### config.mk
export PLATFORM = sky130hd
export DESIGN_NAME = tone_pad_gen
export DESIGN_NICKNAME = d
export VERILOG_FILES = /design/src/rtl/tone_pkg.sv /design/src/rtl/tone_ctrl.sv /design/src/rtl/tone_dp.sv /design/src/rtl/tone_pad_gen.sv
export SDC_FILE = /design/constraint.sdc
export NUM_CORES = 1
export LEC_CHECK = 0
export ABC_AREA = 1
export BUFFER_PORTS_ARGS = -buffer_cell sky130_fd_sc_hd__buf_2
export CORE_MARGIN = 8
export CORE_UTILIZATION = 53
export CTS_CLUSTER_SIZE = 28
export DETAILED_ROUTE_END_ITERATION = 12
export PLACE_DENSITY = 0.82
export SYNTH_ARGS = -nofsm -noshare
export SYNTH_HDL_FRONTEND = slang
export SYNTH_SLANG_ARGS = --single-unit
### constraint.sdc
create_clock -name clk -period 2.1 [get_ports clk]
set_input_delay 0 -clock clk [delete_from_list [all_inputs] [get_ports clk]]
set_output_delay 0 -clock clk [all_outputs]
set_load 0.01 [all_outputs]
### src/rtl/tone_pkg.sv
package tone_pkg;
  typedef struct packed {
    logic load;
    logic step;
    logic flip;
  } tone_strobe_t;
endpackage

### src/rtl/tone_ctrl.sv
module tone_ctrl (
  input  logic                  timerOn,
  input  logic                  atMax,
  output tone_pkg::tone_strobe_t strobe
);
  always_comb begin
    strobe = '0;
    if (!timerOn) begin
      strobe.load = 1'b1;
    end else if (atMax) begin
      strobe.load = 1'b1;
      strobe.flip = 1'b1;
    end else begin
      strobe.step = 1'b1;
    end
  end
endmodule

### src/rtl/tone_dp.sv
module tone_dp #(
  parameter int CNT_W    = 16,
  parameter int NARROW_W = 8
) (
  input  logic                  clk,
  input  logic                  rstN,
  input  logic                  wideSel,
  input  logic [CNT_W-1:0]      preload,
  input  logic                  dataBit0,
  input  logic                  dataBit1,
  input  logic                  dataBit3,
  input  tone_pkg::tone_strobe_t strobe,
  output logic                  atMax,
  output logic                  togQ,
  output logic                  padA0,
  output logic                  padA1,
  output logic                  padA3
);
  localparam logic [CNT_W-1:0]    WIDE_MAX   = '1;
  localparam logic [NARROW_W-1:0] NARROW_MAX = '1;

  logic [CNT_W-1:0]    cntQ;
  logic [CNT_W-1:0]    loadVal;
  logic [CNT_W-1:0]    incVal;
  logic [NARROW_W-1:0] narrowInc;

  generate
    if (NARROW_W < CNT_W) begin : g_ext
      assign loadVal = wideSel ? preload
                               : {{(CNT_W-NARROW_W){1'b0}}, preload[NARROW_W-1:0]};
      assign incVal  = wideSel ? cntQ + CNT_W'(1)
                               : {{(CNT_W-NARROW_W){1'b0}}, narrowInc};
    end else begin : g_same
      assign loadVal = preload;
      assign incVal  = cntQ + CNT_W'(1);
    end
  endgenerate

  assign narrowInc = cntQ[NARROW_W-1:0] + NARROW_W'(1);
  assign atMax = wideSel ? (cntQ == WIDE_MAX)
                         : (cntQ[NARROW_W-1:0] == NARROW_MAX);

  always_ff @(posedge clk) begin
    if (!rstN) begin
      cntQ <= loadVal;
      togQ <= 1'b0;
    end else begin
      if (strobe.load)      cntQ <= loadVal;
      else if (strobe.step) cntQ <= incVal;
      if (strobe.flip)      togQ <= ~togQ;
    end
  end

  assign padA0 = !dataBit0 && togQ;
  assign padA1 = !dataBit0 && !dataBit1 && !togQ;
  assign padA3 = dataBit3 && togQ;
endmodule

### src/rtl/tone_pad_gen.sv
module tone_pad_gen #(
  parameter int CNT_W    = 16,
  parameter int NARROW_W = 8
) (
  input  logic             clk,
  input  logic             rstN,
  input  logic             timerOn,
  input  logic             wideSel,
  input  logic [CNT_W-1:0] preload,
  input  logic             dataBit0,
  input  logic             dataBit1,
  input  logic             dataBit3,
  output logic             padA0,
  output logic             padA1,
  output logic             padA3
);
  tone_pkg::tone_strobe_t strobe;
  logic atMax;
  logic togQ;

  tone_ctrl ctrl_i (
    .timerOn(timerOn),
    .atMax  (atMax),
    .strobe (strobe)
  );

  tone_dp #(.CNT_W(CNT_W), .NARROW_W(NARROW_W)) dp_i (
    .clk     (clk),
    .rstN    (rstN),
    .wideSel (wideSel),
    .preload (preload),
    .dataBit0(dataBit0),
    .dataBit1(dataBit1),
    .dataBit3(dataBit3),
    .strobe  (strobe),
    .atMax   (atMax),
    .togQ    (togQ),
    .padA0   (padA0),
    .padA1   (padA1),
    .padA3   (padA3)
  );
endmodule

Word level (Yosys, flattened, before mapping)
Cells that the tools add are included.

Bits of input ports: 23. Register bits: 17. Bits in latches: 0. Bits in read-only memories: 0. Output and inout bits: 3. RAM bits: 0. Memories: 0.

Order comparisons: 0. Shifts and indexed selects: 0. Multiplexer cells: 10. Bitwise operators: 1. $mul: 0. Reductions and logical operators: 7. Equal/unequal tests: 3. Divide/modulo/power cells: 0. Add/sub/neg operators: 2.

Operators with widths (count): two-way mux 16 bit (5); adder 16 x 1 -> 16 bit (second input constant) (1); == test 16 bit (second input constant) (1); adder 8 x 1 -> 8 bit (second input constant) (1); == test 8 bit (second input constant) (1); logical AND 1 bit (4); two-way mux 1 bit (4); logical NOT 1 bit (3); inequality test 3 x 1 -> 1 bit (second input constant) (1); two-way mux 2 bit (1); inverter 1 bit (1).

Logic depth before layout (Yosys ltp)
Gate-level depths: netlist (run 1).

Depth in word-level cells: 7. Mapped depth: 10. Depth with buffers taken out: 10.

Modules after synthesis
A second synthesis (run 1) with hierarchy kept.

Cells, all modules: 166. Area total of the unflattened synthesis: 1211.2 µm².

Modules (own cells, without submodules): tone_dp (seq. area each 500.5 µm², cells each 160, area each 1186.1 µm², instances 1); tone_ctrl (seq. area each 0.0 µm², cells each 6, area each 25.0 µm², instances 1).

Worst setup path after synthesis (run 1)
Ideal clock, no wire load.

Path kind: reg2reg. Start point: register dp_i.cntQ[0]. End point: register dp_i.cntQ[11], data pin. Cell stages (with the launch flop): 11. Buffers on the path: 1. Data required time: 1.839 ns. Setup time: 0.261 ns. Period minus slack after synthesis: 1.491 ns. Arrival: 1.230 ns. Slack: 0.609 ns. Cells stage by stage: edfxtp_1 ha_1 nand2_1 inv_1 nand2_4 nor2_8 nand2_4 nand2_4 buf_8 nand3_1 o21ai_1.

Word-level cells in the longest chain between the ends: 6.

RTL lines: start, declared (line tone_dp.sv:22) `logic [CNT_W-1:0] cntQ;`; start signal, assigned (line tone_dp.sv:45) `cntQ <= loadVal;`; start signal, assigned (line tone_dp.sv:48) `if (strobe.load) cntQ <= loadVal;`; start signal, assigned (line tone_dp.sv:49) `else if (strobe.step) cntQ <= incVal;`; branches (longest 4 deep; another with adder 16 x 1 -> 16 bit); two-way mux 16 bit (*) (line tone_dp.sv:48); two-way mux 16 bit (*) (line tone_dp.sv:44) `if (!rstN) begin`.

Mark *: on every way between the ends. The select of a mux whose other input is x is not followed. A chain may end at the register's enable or synchronous reset.

Final worst setup path (run 1)
Start point: register dp_i.cntQ[0]. End point: register dp_i.cntQ[15], data pin.

The elaborated chain is that of the path after synthesis.

==> tab_implementation.tex, run 1 <==
\begin{tabular}{lr}
\hline
Metric & Value \\
\hline
\multicolumn{2}{l}{\textbf{Timing}} \\
\quad Setup repair after global routing missed its margin & no \\
\quad Final setup viols & 0 \\
\quad Post-route worst hold slack & 0.00580 ns \\
\quad Minimum clock period & 1.69 ns \\
\quad Setup TNS Final & 0 ns \\
\quad Largest clock skew in the final design & 0.00358 ns \\
\quad Tcrit/Tclk final & 80.4\% \\
\quad Final number of max-transition violations & 0 \\
\quad Achievable clock frequency & 592 MHz \\
\quad Hold violation count in the final report & 0 \\
\multicolumn{2}{l}{\textbf{Finish}} \\
\quad Layout cell share with drive strength beyond 1 & between 20 and 25\% \\
\quad Leading cell types in the layout, fill and taps excluded & sky130\_fd\_sc\_hd\_\_nand2\_1, sky130\_fd\_sc\_hd\_\_buf\_2, sky130\_fd\_sc\_hd\_\_nand3\_1 \\
\quad Post-route design area & 1450 sq um \\
\quad Synth-to-layout area growth & 24.2\% \\
\quad Diodes inserted & 0 \\
\quad Fraction of the core area covered by cells at the end of the flow & 67.6\% \\
\quad Number of fillers in the final layout & between 150 and 200 \\
\quad Most common cell after layout, fill and taps aside & sky130\_fd\_sc\_hd\_\_nand2\_1 \\
\quad Number of nets at the end of the flow & 215 \\
\multicolumn{2}{l}{\textbf{Floorplanning}} \\
\quad Area enclosed by the die boundary & 3960 sq um \\
\quad Die width & 63.0 um \\
\quad Number of placed I/O pins & 26 \\
\quad Die span in y & between 60 and 70 um \\
\quad Initial core utilization & 54.4\% \\
\quad Number of placement rows & 17 \\
\quad Core ar. & 2150 sq um \\
\multicolumn{2}{l}{\textbf{Setup path}} \\
\quad CP most frequent cell & sky130\_fd\_sc\_hd\_\_nand2\_4 \\
\quad Logic depth of the worst setup path including buffers & 10 \\
\quad Worst Reg2Reg Path Length in Cells & 10 \\
\quad Last element of the critical path & dp\_i.cntQ[15] \\
\quad Launch instance of the worst register-to-register path & dp\_i.cntQ[0] \\
\quad Kind of cell with the highest combined delay on the critical path & simple AND/OR/NAND/NOR gates \\
\quad Critical path launch point type & flop \\
\quad Critical path buffers and inverters & 1 \\
\quad Launch point of the critical path & dp\_i.cntQ[0] \\
\quad Slowest stage cell, crit path & sky130\_fd\_sc\_hd\_\_edfxtp\_1 \\
\quad Worst path arrival time & between 1.5 and 2 ns \\
\quad Type of the worst setup path & flop to flop \\
\quad Required time at the endpoint of the critical path & 2.16 ns \\
\quad Setup slack, reg-to-reg & 0.41 ns \\
\quad Critical path cell sequence & ha\_1 -> nand2\_1 -> inv\_1 -> nand2\_4 -> nor2\_8 -> nand2\_4 -> nand2\_4 -> nor2\_1 -> nand3\_1 -> nand2\_1 \\
\quad Critical-path maximum fanout & 24 \\
\quad Capture point of the worst reg-to-reg path & dp\_i.cntQ[15] \\
\quad Critical Path Sink Type & flop \\
\quad Max incr delay on CP & 0.38 ns \\
\multicolumn{2}{l}{\textbf{Job}} \\
\quad Number of max-cap violations & 0 \\
\multicolumn{2}{l}{\textbf{Clock network}} \\
\quad TritonCTS clock tree & built \\
\quad Root buffer selected by CTS & sky130\_fd\_sc\_hd\_\_clkbuf\_4 \\
\quad Deepest clock path buffer count & 2 \\
\quad Clock edge transition at the registers on the reported setup and hold paths & 0.10 ns \\
\quad CTS buffer count & 3 \\
\quad Post-CTS setup repair buffer count & 0 \\
\quad H-tree lvl count & 1 \\
\quad Clock latency reported for the late side of the worst-skew pair & 0.29 ns \\
\quad Number of clock sinks seen by CTS & 17 \\
\multicolumn{2}{l}{\textbf{Global route}} \\
\quad Vias in the first global route & 1061 \\
\quad Initial antenna violation count & 0 \\
\quad Remaining global-route overflow & 0 \\
\quad Largest net degree at the start of global routing & 25 \\
\quad Gr usage total & 13.2\% \\
\quad Wire length of the first global-routing pass & 4330 um \\
\multicolumn{2}{l}{\textbf{Synthesis}} \\
\quad Sequential element share of the synthesized area & 42.8\% \\
\quad Synthesized area divided by synthesized cell count & 8.29 sq um \\
\quad Area fraction of the dominant cell type after synthesis & 41.1\% \\
\quad Unique masters post-synth & 27 \\
\quad Cell taking the most area after synthesis & sky130\_fd\_sc\_hd\_\_edfxtp\_1 \\
\quad Leading post-synthesis cells by cell area & sky130\_fd\_sc\_hd\_\_edfxtp\_1, sky130\_fd\_sc\_hd\_\_nand2\_1, sky130\_fd\_sc\_hd\_\_nand3\_1, sky130\_fd\_sc\_hd\_\_xor2\_1, sky130\_fd\_sc\_hd\_\_inv\_1 \\
\quad Area of the mapped netlist & 1170 sq um \\
\quad Warnings, synthesis & 0 \\
\quad Cell count after synthesis & between 100 and 150 \\
\quad Flops \& latches, synth & 17 \\
\multicolumn{2}{l}{\textbf{Routing}} \\
\quad Detailed-route wire length & between 2000 and 2500 um \\
\quad Number of optimization iterations in the first detailed-route pass & 4 \\
\quad Total via count after detailed routing & 1050 \\
\quad Via density per instance & 4.82 \\
\quad Antenna-violating nets left & 0 \\
\quad Post-route DRC violation count & 0 \\
\quad DR iter-0 viols & 33 \\
\quad Mean routed wirelength per cell & 11.1 um \\
\multicolumn{2}{l}{\textbf{Pwr}} \\
\quad Highest ir drop seen on vdd & 0.000368 V \\
\quad Leakage & 0.722 nW \\
\quad Pwr/cell area & 499 nW/um\^{}2 \\
\quad Total power of the final layout & between 0.7 and 0.8 mW \\
\multicolumn{2}{l}{\textbf{Placement}} \\
\quad DP HPWL & 1890 um \\
\quad Number of port buffers & 25 \\
\quad DP Area & 1350 sq um \\
\quad Routability-driven placement congestion ratio & 0.900 \\
\multicolumn{2}{l}{\textbf{Min path}} \\
\quad Count of cells along the worst hold path & 3 \\
\quad Hold WC Path Type & input port to flop \\
\multicolumn{2}{l}{\textbf{Status}} \\
\quad Result of the run & finished, final reports clean \\
\hline
\end{tabular}
Yosys cell counts, drive strengths merged:
master,count
nand3,18
edfxtp,16
ha,1
nor3,1
a21o,1
xor2,6
dfxtp,1
nand2,46
nand3b,1
clkbuf,1
o21ai,13
o21bai,1
inv,14
xnor2,2
buf,2
clkinv,1
conb,1
nor2,13
nand4,2
logic make-up after synthesis:
group,count (synthesis),share of synthesized area (%)
AOI/OAI and AO/OA,15,6.96
xor gates and xnor gates,8,6.00
adders and majority gates,1,1.07
buffers and inverters,18,8.35
DFF,17,42.8
other,1,0.321
and+or+nand+nor,81,34.5
power by group:
| part | leakage, nW | switching, mW | internal, mW |
|---|---|---|---|
| clock | 0.0150 | 0.107 | 0.0738 |
| combinational | 0.538 | 0.0648 | 0.0561 |
| sequential | 0.169 | 0.0223 | 0.400 |
| total | 0.722 | 0.195 | 0.529 |
what timing repair did:
| action | in CTS | in global routing |
|---|---|---|
| resized for setup | 0 | 0 |
| hold buffers | 8 | 0 |
| endpoints found under the hold margin | 8 | 0 |
| endpoints found under the setup margin | 0 | 0 |
registers in the layout (all words and copies together) (netlist names):
register	flops
dp_i.togQ	1
dp_i.cntQ	16
metrics by stage:
step	setup WS [ns]	std cells
detailed placement	0.417	206
global placement	0.503	206
CTS	0.396	218
floorplan	0.609	156
finish	0.411	218
global route	0.281	218
worst reg2reg max path: stages (launching register included):
cell                       delay (ns)
sky130_fd_sc_hd__edfxtp_1        0.38
sky130_fd_sc_hd__ha_1            0.17
sky130_fd_sc_hd__nand2_1         0.05
sky130_fd_sc_hd__inv_1           0.15
sky130_fd_sc_hd__nand2_4         0.09
sky130_fd_sc_hd__nor2_8          0.13
sky130_fd_sc_hd__nand2_4         0.07
sky130_fd_sc_hd__nand2_4         0.19
sky130_fd_sc_hd__nor2_1          0.10
sky130_fd_sc_hd__nand3_1         0.08
sky130_fd_sc_hd__nand2_1         0.05
cell type report:
| class | instances | area, sq um | share of cell area, % |
|---|---|---|---|
| clock buffers | 4 | 26.3 | 1.81 |
| inverters | 15 | 57.6 | 3.97 |
| multi-input cells | 121 | 627 | 43.2 |
| repair buffers | 33 | 205 | 14.1 |
| well taps | 28 | 35.0 | 2.41 |
| flip-flops and latches | 17 | 500 | 34.5 |
layer usage:
| layer | vias to the layer above | wire (um) | global-route usage (%) |
|---|---|---|---|
| li1 | 546 | - | - |
| met2 | 28 | 1160 | 21.8 |
| met3 | 6 | 125 | 3.58 |
| met4 | 0 | 47 | 6.84 |
| met5 | - | 0 | 0 |
| met1 | 470 | 1090 | 15.1 |
worst min-delay path by stage:
stage	start	endpoint	slack, ns
6_report	preload[0]	dp_i.cntQ[0]	0.006
3_5_place_dp	dataBit1	padA1	0.24
2_1_floorplan	dataBit1	padA1	0.05
3_3_place_gp	dataBit1	padA1	0.23
5_1_grt	preload[0]	dp_i.cntQ[0]	0.03
4_1_cts	preload[0]	dp_i.cntQ[0]	0.005
Power figures use the tool's default switching activity.
==> inputs of run 2 (changes only) <==
==> constraint.sdc (replaced) <==
create_clock -name clk -period 1.7 [get_ports clk]
set_input_delay 0 -clock clk [delete_from_list [all_inputs] [get_ports clk]]
set_output_delay 0 -clock clk [all_outputs]
set_load 0.01 [all_outputs]
==> run 2 against run 1 <==
Net effect: the flow now finishes with violations (hold timing); non-clock buffer count is 1 higher; sequential power is 23% higher; sequential cell count stayed put; critical path depth stayed put; register-to-register slack worse by 0.29 ns; combinational power is 28% higher; worst hold slack worse by 0.0080 ns; critical path type unchanged; die area stayed put.
==> tab_implementation.tex, run 2 (synthesis results as in run 1) <==
\begin{tabular}{lr}
\hline
Metric & Value \\
\hline
\multicolumn{2}{l}{\textbf{Floorplanning}} \\
\quad Die span in y & 63.0 um (unchanged) \\
\quad Area enclosed by the die boundary & 3960 sq um (unchanged) \\
\quad Initial core utilization & 54.4\% (unchanged) \\
\quad Core ar. & 2150 sq um (unchanged) \\
\quad Number of placed I/O pins & 26 (unchanged) \\
\quad Die width & 63.0 um (unchanged) \\
\quad Number of placement rows & 17 (unchanged) \\
\multicolumn{2}{l}{\textbf{Setup path}} \\
\quad Critical-path maximum fanout & 24 (unchanged) \\
\quad Critical Path Sink Type & flop \\
\quad Critical path launch point type & flop \\
\quad Setup slack, reg-to-reg & 0.12 ns (-0.29 ns) \\
\quad Required time at the endpoint of the critical path & 1.75 ns (-0.41 ns) \\
\quad Type of the worst setup path & flop to flop \\
\quad Launch point of the critical path & dp\_i.cntQ[0] \\
\quad Launch instance of the worst register-to-register path & dp\_i.cntQ[0] \\
\quad Worst path arrival time & 1.63 ns (-0.12 ns) \\
\multicolumn{2}{l}{\textbf{Finish}} \\
\quad Number of nets at the end of the flow & 216 (+0.47\%) \\
\quad Most common cell after layout, fill and taps aside & sky130\_fd\_sc\_hd\_\_nand2\_1 \\
\quad Diodes inserted & 0 (unchanged) \\
\quad Number of flip-flops under the largest register name & 16 (unchanged) \\
\quad Fraction of the core area covered by cells at the end of the flow & 68.5\% (+0.99 points) \\
\quad Number of fillers in the final layout & 173 (-7.5\%) \\
\quad Post-route design area & 1470 sq um (+1.5\%) \\
\quad Registers with the highest flip-flop counts & dp\_i.cntQ (16), dp\_i.togQ (1) \\
\quad Leading cell types in the layout, fill and taps excluded & sky130\_fd\_sc\_hd\_\_nand2\_1, sky130\_fd\_sc\_hd\_\_buf\_2, sky130\_fd\_sc\_hd\_\_nand3\_1 \\
\quad Layout cell share with drive strength beyond 1 & 23.6\% (+1.5 points) \\
\quad Synth-to-layout area growth & 26.0\% \\
\quad Biggest register & dp\_i.cntQ \\
\multicolumn{2}{l}{\textbf{Routing}} \\
\quad Post-route DRC violation count & 0 (unchanged) \\
\quad Mean routed wirelength per cell & 10.9 um (-2.1\%) \\
\quad Antenna-violating nets left & 0 (unchanged) \\
\quad Via density per instance & 4.82 (+0.11\%) \\
\quad Number of optimization iterations in the first detailed-route pass & 5 (+1) \\
\quad DR iter-0 viols & 22 (-33\%) \\
\quad Detailed-route wire length & 2390 um (-1.6\%) \\
\quad Total via count after detailed routing & 1056 (+0.57\%) \\
\multicolumn{2}{l}{\textbf{Pwr}} \\
\quad Leakage & 0.728 nW (+0.78\%) \\
\quad Share of total power in sequential cells & 58.2\% (about the same) \\
\quad Highest ir drop seen on vdd & 0.000613 V (+67\%) \\
\quad Proportion of total power due to net switching & 26.4\% (-0.48 points) \\
\quad Pwr/cell area & 606 nW/um\^{}2 (+22\%) \\
\quad Power spent charging and discharging nets & 0.236 mW (+21\%) \\
\quad Part of the total power dissipated in the clock network & 24.4\% (-0.6 points) \\
\quad P\_int & 0.657 mW (+24\%) \\
\quad Fraction of power consumed by combinational cells & 17.4\% (+0.7 points) \\
\multicolumn{2}{l}{\textbf{Status}} \\
\quad Violated checks & hold timing \\
\quad Result of the run & finished with violations \\
\multicolumn{2}{l}{\textbf{Clock network}} \\
\quad Clock latency reported for the late side of the worst-skew pair & 0.29 ns (about the same) \\
\quad Number of clock sinks seen by CTS & 17 (unchanged) \\
\quad Deepest clock path buffer count & 2 (unchanged) \\
\quad H-tree lvl count & 1 (unchanged) \\
\quad TritonCTS clock tree & built \\
\quad CTS buffer count & 3 (unchanged) \\
\quad Post-CTS setup repair buffer count & 0 (unchanged) \\
\quad Clock edge transition at the registers on the reported setup and hold paths & 0.10 ns (about the same) \\
\quad Root buffer selected by CTS & sky130\_fd\_sc\_hd\_\_clkbuf\_4 \\
\multicolumn{2}{l}{\textbf{Global route}} \\
\quad Initial antenna violation count & 0 (unchanged) \\
\quad Gr usage total & 12.9\% (-0.26 points) \\
\quad Remaining global-route overflow & 0 (unchanged) \\
\quad Largest net degree at the start of global routing & 25 (unchanged) \\
\quad Vias in the first global route & 1052 (-0.85\%) \\
\quad Wire length of the first global-routing pass & 4220 um (-2.6\%) \\
\multicolumn{2}{l}{\textbf{Timing}} \\
\quad Minimum clock period & 1.58 ns (-0.110 ns) \\
\quad Hold violation count in the final report & 1 (+1) \\
\quad Largest clock skew in the final design & 0.00286 ns (-0.000724 ns) \\
\quad Achievable clock frequency & 633 MHz (+7.0\%) \\
\quad Final number of max-transition violations & 0 (unchanged) \\
\quad Final setup viols & 0 (unchanged) \\
\quad Setup TNS Final & 0 ns (unchanged) \\
\quad Tcrit/Tclk final & 92.9\% (+12 points) \\
\quad Post-route worst hold slack & -0.00224 ns (-0.00804 ns) \\
\quad Setup repair after global routing missed its margin & no \\
\multicolumn{2}{l}{\textbf{Placement}} \\
\quad Routability-driven placement congestion ratio & 0.890 (-1.0\%) \\
\quad DP HPWL & 1870 um (-1.2\%) \\
\quad DP Area & 1350 sq um (+0.56\%) \\
\quad Number of port buffers & 25 (unchanged) \\
\multicolumn{2}{l}{\textbf{Job}} \\
\quad Number of max-cap violations & 0 (unchanged) \\
\multicolumn{2}{l}{\textbf{Min path}} \\
\quad Hold WC Path Type & input port to flop \\
\quad Hold path startpoint & preload[0] \\
\hline
\end{tabular}
[run 2: cell count changes in the layout (fill, tap and decap cells not counted)]
cell                      delta
sky130_fd_sc_hd__buf_4       +1
sky130_fd_sc_hd__inv_1       -1
sky130_fd_sc_hd__inv_2       +1
sky130_fd_sc_hd__nand2_4     -1
sky130_fd_sc_hd__nand2_8     +1
sky130_fd_sc_hd__nand3_1     -1
sky130_fd_sc_hd__nand3_2     +1
[run 2: what timing repair did]
action / 4_1_cts / 5_1_grt
endpoints found under the hold margin: 8 / 0
endpoints found under the setup margin: 2 / 10
gates resized for setup: 1 / 2
hold buffers: 8 / 0
[run 2: layer usage]
layer  track usage, %  wire length [um]  vias to the layer above
li1                 -                 -                      548
met3             5.02               154                        6
met5                0                 0                        -
met1             14.9              1090                      465
met4             9.12                47                        0
met2             19.1              1100                       37
[run 2: power by group through the flow]
stage	clock [mW]	combinational, mW	sequential (mW)
6_report	0.218	0.155	0.520
3_5_place_dp	0	0.138	0.529
5_1_grt	0.251	0.175	0.523
2_1_floorplan	0	0.102	0.522
3_3_place_gp	0	0.134	0.527
4_1_cts	0.228	0.155	0.519
[run 2: area by class of cell]
| class | instances | area, sq um | area share [%] |
|---|---|---|---|
| clock buffers | 4 | 26.3 | 1.78 |
| inverters | 15 | 57.6 | 3.91 |
| multi-input cells | 121 | 641 | 43.5 |
| flip-flops and latches | 17 | 500 | 34.0 |
| well taps | 28 | 35.0 | 2.38 |
| repair buffers | 34 | 213 | 14.4 |
[run 2: path summary, 6_finish.rpt]
path	to	cells past startpoint
setup / recovery	dp_i.cntQ[15]	10
hold / removal	dp_i.cntQ[0]	3
setup reg to reg	dp_i.cntQ[15]	10
hold reg to reg	dp_i.togQ	4
[run 2: metrics by stage]
| stage | worst slack (ns) | std cells | hold slack, ns | total power, mW |
|---|---|---|---|---|
| floorplan | 0.209 | 156 | 0.0467 | 0.624 |
| detailed placement | 0.0144 | 207 | 0.252 | 0.667 |
| global route | 0.0194 | 219 | 0.0115 | 0.950 |
| finish | 0.121 | 219 | -0.00224 | 0.893 |
| global placement | 0.105 | 207 | 0.232 | 0.661 |
| CTS | 0.0212 | 219 | 0.000105 | 0.902 |
[run 2: critical path: stages, from the launching register on]
cell and delay, ns:
sky130_fd_sc_hd__edfxtp_1 0.39, sky130_fd_sc_hd__ha_1 0.17, sky130_fd_sc_hd__nand2_1 0.07, sky130_fd_sc_hd__inv_2 0.10, sky130_fd_sc_hd__nand2_4 0.08, sky130_fd_sc_hd__nor2_8 0.13, sky130_fd_sc_hd__nand2_4 0.09, sky130_fd_sc_hd__nand2_8 0.13
sky130_fd_sc_hd__nor2_1 0.07, sky130_fd_sc_hd__nand3_1 0.07, sky130_fd_sc_hd__nand2_1 0.05
